<file path="src/rtl/pic_pkg.sv">
package pic_pkg;
    localparam int LVL_W     = 5;
    localparam int EXT_LVL_W = 4;
    localparam int AW        = 4;
    localparam int DW        = 32;
    localparam int PER_LANE  = 8;
    localparam int PER_PER_WORD = DW / PER_LANE;

    localparam logic [LVL_W-1:0] NMI_LVL     = 5'd31;
    localparam logic [LVL_W-1:0] PER_LVL_MAX = 5'd30;

    localparam int ADR_CTRL   = 0;
    localparam int ADR_UMASK  = 1;
    localparam int ADR_HOLD   = 2;
    localparam int ADR_EXTPRI = 4;
    localparam int ADR_PERPRI = 8;

    localparam int CTRL_PASS_BIT = 0;
    localparam int CTRL_HOLD_BIT = 1;
    localparam int CTRL_PIN_BIT  = 8;

    typedef enum logic [1:0] {
        ST_IDLE   = 2'd0,
        ST_OFFER  = 2'd1,
        ST_ACCEPT = 2'd2
    } cpu_st_e;
endpackage

</file>
<file path="src/rtl/pic_regs.sv">
module pic_regs
    import pic_pkg::*;
#(
    parameter int N_EXT = 4,
    parameter int N_PER = 8
) (
    input  logic                       clk,
    input  logic                       rst_n,
    input  logic                       reg_we,
    input  logic [AW-1:0]              reg_addr,
    input  logic [DW-1:0]              reg_wdata,
    output logic [DW-1:0]              reg_rdata,
    input  logic                       nmi_pin,
    input  logic [N_EXT-1:0]           hold_q,
    output logic                       nmi_pass_bl,
    output logic                       hold_en,
    output logic [LVL_W-1:0]           umask,
    output logic [N_EXT*EXT_LVL_W-1:0] ext_pri,
    output logic [N_PER*LVL_W-1:0]     per_pri,
    output logic [N_EXT-1:0]           hold_w1c
);
    localparam int EXT_BITS = N_EXT * EXT_LVL_W;

    function automatic logic [LVL_W-1:0] sat_lvl(input logic [LVL_W-1:0] v);
        return (v > PER_LVL_MAX) ? PER_LVL_MAX : v;
    endfunction

    function automatic logic [AW-1:0] per_word(input int idx);
        return AW'(ADR_PERPRI + idx / PER_PER_WORD);
    endfunction

    always_ff @(posedge clk or negedge rst_n) begin
        if (!rst_n) begin
            nmi_pass_bl <= 1'b0;
            hold_en     <= 1'b0;
            umask       <= '0;
            ext_pri     <= '0;
            per_pri     <= '0;
        end else if (reg_we) begin
            if (reg_addr == AW'(ADR_CTRL)) begin
                nmi_pass_bl <= reg_wdata[CTRL_PASS_BIT];
                hold_en     <= reg_wdata[CTRL_HOLD_BIT];
            end
            if (reg_addr == AW'(ADR_UMASK))
                umask <= reg_wdata[LVL_W-1:0];
            if (reg_addr == AW'(ADR_EXTPRI))
                ext_pri <= reg_wdata[EXT_BITS-1:0];
            for (int i = 0; i < N_PER; i++) begin
                if (reg_addr == per_word(i))
                    per_pri[i*LVL_W +: LVL_W] <=
                        sat_lvl(reg_wdata[(i % PER_PER_WORD)*PER_LANE +: LVL_W]);
            end
        end
    end

    always_comb begin
        reg_rdata = '0;
        if (reg_addr == AW'(ADR_CTRL)) begin
            reg_rdata[CTRL_PASS_BIT] = nmi_pass_bl;
            reg_rdata[CTRL_HOLD_BIT] = hold_en;
            reg_rdata[CTRL_PIN_BIT]  = nmi_pin;
        end
        if (reg_addr == AW'(ADR_UMASK))
            reg_rdata[LVL_W-1:0] = umask;
        if (reg_addr == AW'(ADR_HOLD))
            reg_rdata[N_EXT-1:0] = hold_q;
        if (reg_addr == AW'(ADR_EXTPRI))
            reg_rdata[EXT_BITS-1:0] = ext_pri;
        for (int i = 0; i < N_PER; i++) begin
            if (reg_addr == per_word(i))
                reg_rdata[(i % PER_PER_WORD)*PER_LANE +: LVL_W] = per_pri[i*LVL_W +: LVL_W];
        end
    end

    assign hold_w1c = (reg_we && reg_addr == AW'(ADR_HOLD)) ? reg_wdata[N_EXT-1:0] : '0;

    generate
        for (genvar g = 0; g < N_PER; g++) begin : g_sat

            per_sat_chk: assert property (@(posedge clk) disable iff (!rst_n)
                (reg_we && reg_addr == per_word(g)
                 && reg_wdata[(g % PER_PER_WORD)*PER_LANE +: LVL_W] == 5'd31)
                |=> per_pri[g*LVL_W +: LVL_W] == PER_LVL_MAX);
        end
    endgenerate
endmodule

</file>
<file path="src/rtl/pic_capture.sv">
module pic_capture
    import pic_pkg::*;
#(
    parameter int N_EXT = 4,
    parameter int ID_W  = 4
) (
    input  logic             clk,
    input  logic             rst_n,
    input  logic             hold_en,
    input  logic [N_EXT-1:0] ext_irq,
    input  logic             nmi_pin,
    input  logic [N_EXT-1:0] hold_w1c,
    input  logic             clr_valid,
    input  logic [ID_W-1:0]  clr_id,
    output logic [N_EXT-1:0] ext_pend,
    output logic [N_EXT-1:0] hold_q,
    output logic             nmi_pend
);
    logic [N_EXT-1:0] ack_clr;
    logic             nmi_prev;

    generate
        for (genvar g = 0; g < N_EXT; g++) begin : g_clr
            assign ack_clr[g] = clr_valid && (clr_id == ID_W'(g + 1));
        end
    endgenerate

    always_ff @(posedge clk or negedge rst_n) begin
        if (!rst_n) begin
            hold_q   <= '0;
            nmi_prev <= 1'b0;
            nmi_pend <= 1'b0;
        end else begin
            hold_q   <= hold_en ? (ext_irq | (hold_q & ~(hold_w1c | ack_clr))) : '0;
            nmi_prev <= nmi_pin;
            nmi_pend <= (nmi_pend && !(clr_valid && clr_id == '0))
                        || (nmi_pin && !nmi_prev);
        end
    end

    assign ext_pend = hold_en ? (ext_irq | hold_q) : ext_irq;


    live_mode_empty_chk: assert property (@(posedge clk) disable iff (!rst_n)
        !hold_en |=> hold_q == '0);


    nmi_capture_chk: assert property (@(posedge clk) disable iff (!rst_n)
        $rose(nmi_pin) |=> nmi_pend);
endmodule

</file>
<file path="src/rtl/pic_arbiter.sv">
module pic_arbiter
    import pic_pkg::*;
#(
    parameter int N_EXT = 4,
    parameter int N_PER = 8,
    parameter int ID_W  = 4
) (
    input  logic [N_EXT-1:0]           ext_pend,
    input  logic [N_PER-1:0]           per_pend,
    input  logic [N_EXT*EXT_LVL_W-1:0] ext_pri,
    input  logic [N_PER*LVL_W-1:0]     per_pri,
    input  logic                       nmi_pend,
    input  logic                       nmi_ok,
    input  logic                       cpu_bl,
    input  logic [LVL_W-1:0]           cpu_imask,
    input  logic [LVL_W-1:0]           umask,
    output logic                       win_valid,
    output logic [LVL_W-1:0]           win_lvl,
    output logic [ID_W-1:0]            win_id
);
    logic [LVL_W-1:0] best_lvl;
    logic [ID_W-1:0]  best_id;
    logic             mask_ok;

    always_comb begin
        best_lvl = '0;
        best_id  = '0;
        for (int i = 0; i < N_EXT; i++) begin
            if (ext_pend[i] && LVL_W'(ext_pri[i*EXT_LVL_W +: EXT_LVL_W]) > best_lvl) begin
                best_lvl = LVL_W'(ext_pri[i*EXT_LVL_W +: EXT_LVL_W]);
                best_id  = ID_W'(1 + i);
            end
        end
        for (int j = 0; j < N_PER; j++) begin
            if (per_pend[j] && per_pri[j*LVL_W +: LVL_W] > best_lvl) begin
                best_lvl = per_pri[j*LVL_W +: LVL_W];
                best_id  = ID_W'(1 + N_EXT + j);
            end
        end
    end

    assign mask_ok = !cpu_bl && (best_lvl > cpu_imask) && (best_lvl > umask);

    always_comb begin
        win_valid = 1'b0;
        win_lvl   = '0;
        win_id    = '0;
        if (nmi_pend && nmi_ok) begin
            win_valid = 1'b1;
            win_lvl   = NMI_LVL;
            win_id    = '0;
        end else if (mask_ok) begin
            win_valid = 1'b1;
            win_lvl   = best_lvl;
            win_id    = best_id;
        end
    end
endmodule

</file>
<file path="src/rtl/pic_cpu_fsm.sv">
module pic_cpu_fsm
    import pic_pkg::*;
#(
    parameter int ID_W = 4
) (
    input  logic             clk,
    input  logic             rst_n,
    input  logic             win_valid,
    input  logic [LVL_W-1:0] win_lvl,
    input  logic [ID_W-1:0]  win_id,
    input  logic             cpu_ack,
    output logic             req_valid,
    output logic [LVL_W-1:0] req_level,
    output logic [ID_W-1:0]  req_id,
    output logic             imask_wr,
    output logic [LVL_W-1:0] imask_level,
    output logic             ack_take,
    output logic [ID_W-1:0]  ack_id
);
    cpu_st_e          st_q, st_d;
    logic [LVL_W-1:0] lvl_q;
    logic [ID_W-1:0]  id_q;
    logic             load;

    always_ff @(posedge clk or negedge rst_n) begin
        if (!rst_n) st_q <= ST_IDLE;
        else        st_q <= st_d;
    end

    always_comb begin
        st_d = st_q;
        load = 1'b0;
        unique case (st_q)
            ST_IDLE: begin
                if (win_valid) begin
                    st_d = ST_OFFER;
                    load = 1'b1;
                end
            end
            ST_OFFER: begin
                if (cpu_ack) begin
                    st_d = ST_ACCEPT;
                end else if (win_valid) begin
                    st_d = ST_OFFER;
                    load = 1'b1;
                end else begin
                    st_d = ST_IDLE;
                end
            end
            ST_ACCEPT: st_d = ST_IDLE;
            default:   st_d = ST_IDLE;
        endcase
    end

    always_ff @(posedge clk or negedge rst_n) begin
        if (!rst_n) begin
            lvl_q <= '0;
            id_q  <= '0;
        end else if (load) begin
            lvl_q <= win_lvl;
            id_q  <= win_id;
        end
    end

    always_comb begin
        req_valid   = (st_q == ST_OFFER);
        imask_wr    = (st_q == ST_ACCEPT);
        req_level   = lvl_q;
        req_id      = id_q;
        imask_level = lvl_q;
        ack_take    = (st_q == ST_OFFER) && cpu_ack;
        ack_id      = id_q;
    end


    ack_to_accept_chk: assert property (@(posedge clk) disable iff (!rst_n)
        (req_valid && cpu_ack) |=> imask_wr);


    accept_single_chk: assert property (@(posedge clk) disable iff (!rst_n)
        imask_wr |=> !imask_wr && !req_valid);


    accept_level_chk: assert property (@(posedge clk) disable iff (!rst_n)
        (req_valid && cpu_ack) |=> imask_level == $past(req_level));
endmodule

</file>
<file path="src/rtl/prio_irq_ctrl.sv">
module prio_irq_ctrl
    import pic_pkg::*;
#(
    parameter int N_EXT = 4,
    parameter int N_PER = 8,
    localparam int ID_W = $clog2(1 + N_EXT + N_PER)
) (
    input  logic             clk,
    input  logic             rst_n,
    input  logic             reg_we,
    input  logic [3:0]       reg_addr,
    input  logic [31:0]      reg_wdata,
    output logic [31:0]      reg_rdata,
    input  logic [N_EXT-1:0] ext_irq,
    input  logic [N_PER-1:0] per_irq,
    input  logic             nmi_pin,
    input  logic             cpu_bl,
    input  logic [4:0]       cpu_imask,
    input  logic             cpu_ack,
    output logic             req_valid,
    output logic [4:0]       req_level,
    output logic [ID_W-1:0]  req_id,
    output logic             imask_wr,
    output logic [4:0]       imask_level
);
    logic                       nmi_pass_bl;
    logic                       hold_en;
    logic [LVL_W-1:0]           umask;
    logic [N_EXT*EXT_LVL_W-1:0] ext_pri;
    logic [N_PER*LVL_W-1:0]     per_pri;
    logic [N_EXT-1:0]           hold_w1c;
    logic [N_EXT-1:0]           hold_q;
    logic [N_EXT-1:0]           ext_pend;
    logic                       nmi_pend;
    logic                       win_valid;
    logic [LVL_W-1:0]           win_lvl;
    logic [ID_W-1:0]            win_id;
    logic                       ack_take;
    logic [ID_W-1:0]            ack_id;

    pic_regs #(.N_EXT(N_EXT), .N_PER(N_PER)) u_regs (
        .clk(clk), .rst_n(rst_n),
        .reg_we(reg_we), .reg_addr(reg_addr), .reg_wdata(reg_wdata), .reg_rdata(reg_rdata),
        .nmi_pin(nmi_pin), .hold_q(hold_q),
        .nmi_pass_bl(nmi_pass_bl), .hold_en(hold_en), .umask(umask),
        .ext_pri(ext_pri), .per_pri(per_pri), .hold_w1c(hold_w1c)
    );

    pic_capture #(.N_EXT(N_EXT), .ID_W(ID_W)) u_capture (
        .clk(clk), .rst_n(rst_n),
        .hold_en(hold_en), .ext_irq(ext_irq), .nmi_pin(nmi_pin),
        .hold_w1c(hold_w1c), .clr_valid(ack_take), .clr_id(ack_id),
        .ext_pend(ext_pend), .hold_q(hold_q), .nmi_pend(nmi_pend)
    );

    pic_arbiter #(.N_EXT(N_EXT), .N_PER(N_PER), .ID_W(ID_W)) u_arbiter (
        .ext_pend(ext_pend), .per_pend(per_irq),
        .ext_pri(ext_pri), .per_pri(per_pri),
        .nmi_pend(nmi_pend), .nmi_ok(!cpu_bl || nmi_pass_bl),
        .cpu_bl(cpu_bl), .cpu_imask(cpu_imask), .umask(umask),
        .win_valid(win_valid), .win_lvl(win_lvl), .win_id(win_id)
    );

    pic_cpu_fsm #(.ID_W(ID_W)) u_fsm (
        .clk(clk), .rst_n(rst_n),
        .win_valid(win_valid), .win_lvl(win_lvl), .win_id(win_id),
        .cpu_ack(cpu_ack),
        .req_valid(req_valid), .req_level(req_level), .req_id(req_id),
        .imask_wr(imask_wr), .imask_level(imask_level),
        .ack_take(ack_take), .ack_id(ack_id)
    );


    offer_above_masks_chk: assert property (@(posedge clk) disable iff (!rst_n)
        (req_valid && req_id != '0) |->
            (req_level > $past(cpu_imask)) && (req_level > $past(umask)) && !$past(cpu_bl));


    nmi_gate_chk: assert property (@(posedge clk) disable iff (!rst_n)
        (req_valid && req_id == '0) |->
            (!$past(cpu_bl) || $past(nmi_pass_bl)) && req_level == NMI_LVL);
endmodule

</file>
<file path="config.mk">
export PLATFORM = sky130hd
export DESIGN_NAME = prio_irq_ctrl
export DESIGN_NICKNAME = d
export VERILOG_FILES = /design/src/rtl/pic_pkg.sv /design/src/rtl/pic_regs.sv /design/src/rtl/pic_capture.sv /design/src/rtl/pic_arbiter.sv /design/src/rtl/pic_cpu_fsm.sv /design/src/rtl/prio_irq_ctrl.sv
export SDC_FILE = /design/constraint.sdc
export NUM_CORES = 1
export LEC_CHECK = 0
export BUFFER_PORTS_ARGS = -buffer_cell sky130_fd_sc_hd__buf_4
export CORE_UTILIZATION = 40
export CTS_CLUSTER_DIAMETER = 60
export DETAILED_ROUTE_END_ITERATION = 10
export PLACE_DENSITY = 0.61
export SLEW_MARGIN = 25
export SYNTH_ARGS = -nofsm -noshare
export SYNTH_HDL_FRONTEND = slang
export SYNTH_SLANG_ARGS = --single-unit
</file>
<file path="constraint.sdc">
create_clock -name clk -period 29.5 [get_ports clk]
set_input_delay 2.95 -clock clk [delete_from_list [all_inputs] [get_ports clk]]
set_output_delay 2.95 -clock clk [all_outputs]
set_load 0.03 [all_outputs]
</file>
==> impl_metrics.py <==
metrics = {
    "die": {
        "rows": 46,
        "die_h_um": 130.2,
        "die_span_x_um": 130.2,
        "std_cell_core_area_um2": 15940,
        "io_pins": 107,
        "start_util": 0.4123,
        "die-area_um2": 16950,
    },
    "final_layout": {
        "postLayoutCellArea_um2": 7677,
        "final_core_utilization": 0.4816,
        "final_layout_size_suffix_gt1_frac": 0.2448,
        "area_growth_pct": 16.79,
        "layout_net_count": 917,
        "antenna_cells": 0,
        "layout_common_cells": "93 x sky130_fd_sc_hd__buf_4, 80 x sky130_fd_sc_hd__dfrtp_1, 74 x sky130_fd_sc_hd__nand2_1",
        "final_common_cell": "sky130_fd_sc_hd__buf_4",
    },
    "global_routing": {
        "global_route.usage.met2": 0.3889,
        "track_usage": 0.2329,
        "grt.busiest_layer": "met2",
        "maximum_number_of_pins_on_one_net_before_global_route_repair": 81,
        "grt_antenna_before_repair": 0,
        "grt.met3_usage": 0.03362,
        "groute.layer.met1.usage": 0.3022,
        "grt_pass1_vias": 5813,
        "grt_pass1_wl_um": 29960,
        "globalRouteOverflowTotal": 0,
    },
    "drt": {
        "vias_per_cell": 5.742,
        "route.final.wire_length_um": 18980,
        "drt_iter0_markers": 425,
        "drtPass1Iterations": 5,
        "detail_route.wl_per_cell_um": 18.45,
        "detail_route.drc_violations": 0,
        "post_route_antenna_net_violation_count": 0,
        "routed_vias": 5909,
    },
    "setup_path": {
        "critical_path.most_common_cell": "sky130_fd_sc_hd__ha_1",
        "critical_path_class": "primary input to flip-flop",
        "worst-r2r-setup-slack_ns": 7.34,
        "worstPathRequired_ns": 29.73,
        "timing.reg2reg.worst_path_depth": 97,
        "setup.worst_path.start_class": "primary input",
        "worstPathMaxFanout": 12,
        "critical_path.reg2reg.startpoint": "u_regs.hold_en",
        "crit_path_start": "ext_irq[0]",
        "critPathCaptureType": "flip-flop",
        "worst-endpoint-arrival_ns": 24.56,
        "slowest_stage": "sky130_fd_sc_hd__nor3_1",
        "critical_path.max_stage_delay_ns": 0.83,
        "crit-reg2reg-capture": "u_fsm.imask_level[4]",
    },
    "sta": {
        "worst_pin_slew_ns": 1.008,
        "maxSlewViolCount": 0,
        "report.final.setup_viol": 0,
        "timing.max_slew.rel_slack": 0.3230,
        "grt_setup_unrepaired": "false",
        "timing.final.hold_violations": 0,
        "fin_crit_sh": 0.8246,
        "fmax_mhz": 41.11,
        "clock-skew-final_ns": 0.006759,
        "post_route_setup_tns_ns": 0,
        "min_period_ns": 24.33,
    },
    "placed_design": {
        "routabilityCongestion": 0.9016,
        "hpwl_um": 14740,
        "place_area_um2": 7385,
        "i_o_buffers": 94,
    },
    "min_path": {
        "worst_hold_path_type": "flip-flop to flip-flop",
        "timing.hold.worst_endpoint": "u_capture.nmi_pend",
        "worstHoldStart": "u_capture.nmi_prev",
        "whs_path_depth": 1,
    },
    "clocking": {
        "post_cts_resize_count": 0,
        "cts_num_sinks": 80,
        "tritoncts": "yes",
        "cts.clk_slew.worst_paths_ns": 0.06,
        "cts.hold.buffers_added": 0,
        "clock-root-buffer": "sky130_fd_sc_hd__clkbuf_16",
        "post_cts.repair.setup_buffers": 0,
        "cts_buffer_depth": 2,
        "cts_max_level": 3,
        "clock_latency_ns": 0.35,
        "cts_made_buffers": 9,
    },
    "synthesis": {
        "ys_async_sr_fraction": 1.000,
        "number_of_standard_cells_after_synthesis": 734,
        "number_of_enable_flip_flop_cells_after_synthesis": 0,
        "syn_area_um2": 6574,
        "postSynthRegisterBits": 80,
        "avgSynthCellArea_um2": 8.956,
        "synth-main-ff-cell": "sky130_fd_sc_hd__dfrtp_1",
        "yosysUniqueCellTypes": 87,
        "synth-seq-area-share": 0.3045,
        "yosysWarningCount": 0,
    },
    "job": {
        "maxCapViolCount": 0,
    },
    "status": {
        "result_of_the_run": "finished, final reports clean",
    },
}
cell type report:
class | instances | area, µm²
clock inverter | 5 | 41.29
inverter | 56 | 210.2
fill | 1535 | 8265
multi-input combinational | 567 | 4202
timing repair buffer | 94 | 709.4
tap | 216 | 270.3
clock buffer | 11 | 242.7
sequential | 80 | 2002
critical path, delay by kind of cell:
family	cells	cell delay (ns)
buf+inv	7	0.71
mux	2	0.46
simple gates	36	7.04
fa+ha+maj	13	4.09
compound gates	40	9.28
worst max-delay path by stage:
stage	end	depth (start not counted)
finish	u_fsm.imask_level[4]	98
global route	u_fsm.imask_level[2]	103
CTS	u_fsm.imask_level[4]	101
detailed placement	u_fsm.imask_level[4]	102
global placement	u_fsm.imask_level[2]	100
floorplan	u_fsm.imask_level[0]	99
through the flow:
step                      setup WS (ns)  cells  hold slack (ns)
after floorplan                   8.213    739           0.3996
after global placement            5.687   1013           0.4059
after detailed placement          5.064   1013           0.4309
after CTS                         5.376   1029           0.4397
after global routing              3.631   1029           0.4524
final                             5.175   1029           0.4339
layer usage:
layer | vias up | routed length, µm
li1 | 2847 | -
met1 | 2875 | 8674
met2 | 158 | 9056
met3 | 29 | 782
met4 | 0 | 468
met5 | - | 0
Yosys cell counts, types with 11 or more instances:
library cell | number | area [µm²]
sky130_fd_sc_hd__nand2_1 | 76 | 285.3
sky130_fd_sc_hd__mux2_2 | 60 | 675.7
sky130_fd_sc_hd__nor2_1 | 44 | 165.2
sky130_fd_sc_hd__clkbuf_1 | 22 | 82.58
sky130_fd_sc_hd__dfrtp_1 | 80 | 2002
sky130_fd_sc_hd__mux2i_1 | 12 | 120.1
sky130_fd_sc_hd__and2_1 | 11 | 68.82
sky130_fd_sc_hd__nand3_1 | 20 | 100.1
sky130_fd_sc_hd__buf_4 | 11 | 82.58
sky130_fd_sc_hd__a22o_1 | 16 | 140.1
sky130_fd_sc_hd__a21oi_1 | 32 | 160.2
sky130_fd_sc_hd__ha_1 | 50 | 625.6
sky130_fd_sc_hd__inv_1 | 55 | 206.5
sky130_fd_sc_hd__nor2b_1 | 18 | 112.6
sky130_fd_sc_hd__o21ai_0 | 32 | 160.2
state kept, by name, summed over array words and instances, names as in the netlist:
name	flops
u_regs.nmi_pass_bl	1
u_regs.hold_en	1
u_fsm.imask_level	5
u_regs.per_pri	40
u_capture.hold_q	4
u_capture.nmi_prev	1
u_fsm.st_q	2
u_capture.nmi_pend	1
u_fsm.ack_id	4
u_regs.ext_pri	16
u_regs.umask	5
cells by family (layout without fill, tap and decap cells):
kind of cell               count (synthesis)  count (layout)  synth area share
other                                      1               6         0.0005704
adders and majority gates                 53              53           0.09992
DFF                                       80              80            0.3045
buffers and inverters                     92             166           0.05995
xor gates and xnor gates                   2               2          0.002665
muxes                                     74              74            0.1256
AOI/OAI and AO/OA                        197             197            0.2250
and+or+nand+nor                          235             235            0.1818
Power is not shown: default switching activity piles up to over one toggle a cycle in this logic, so the estimate is an artifact.
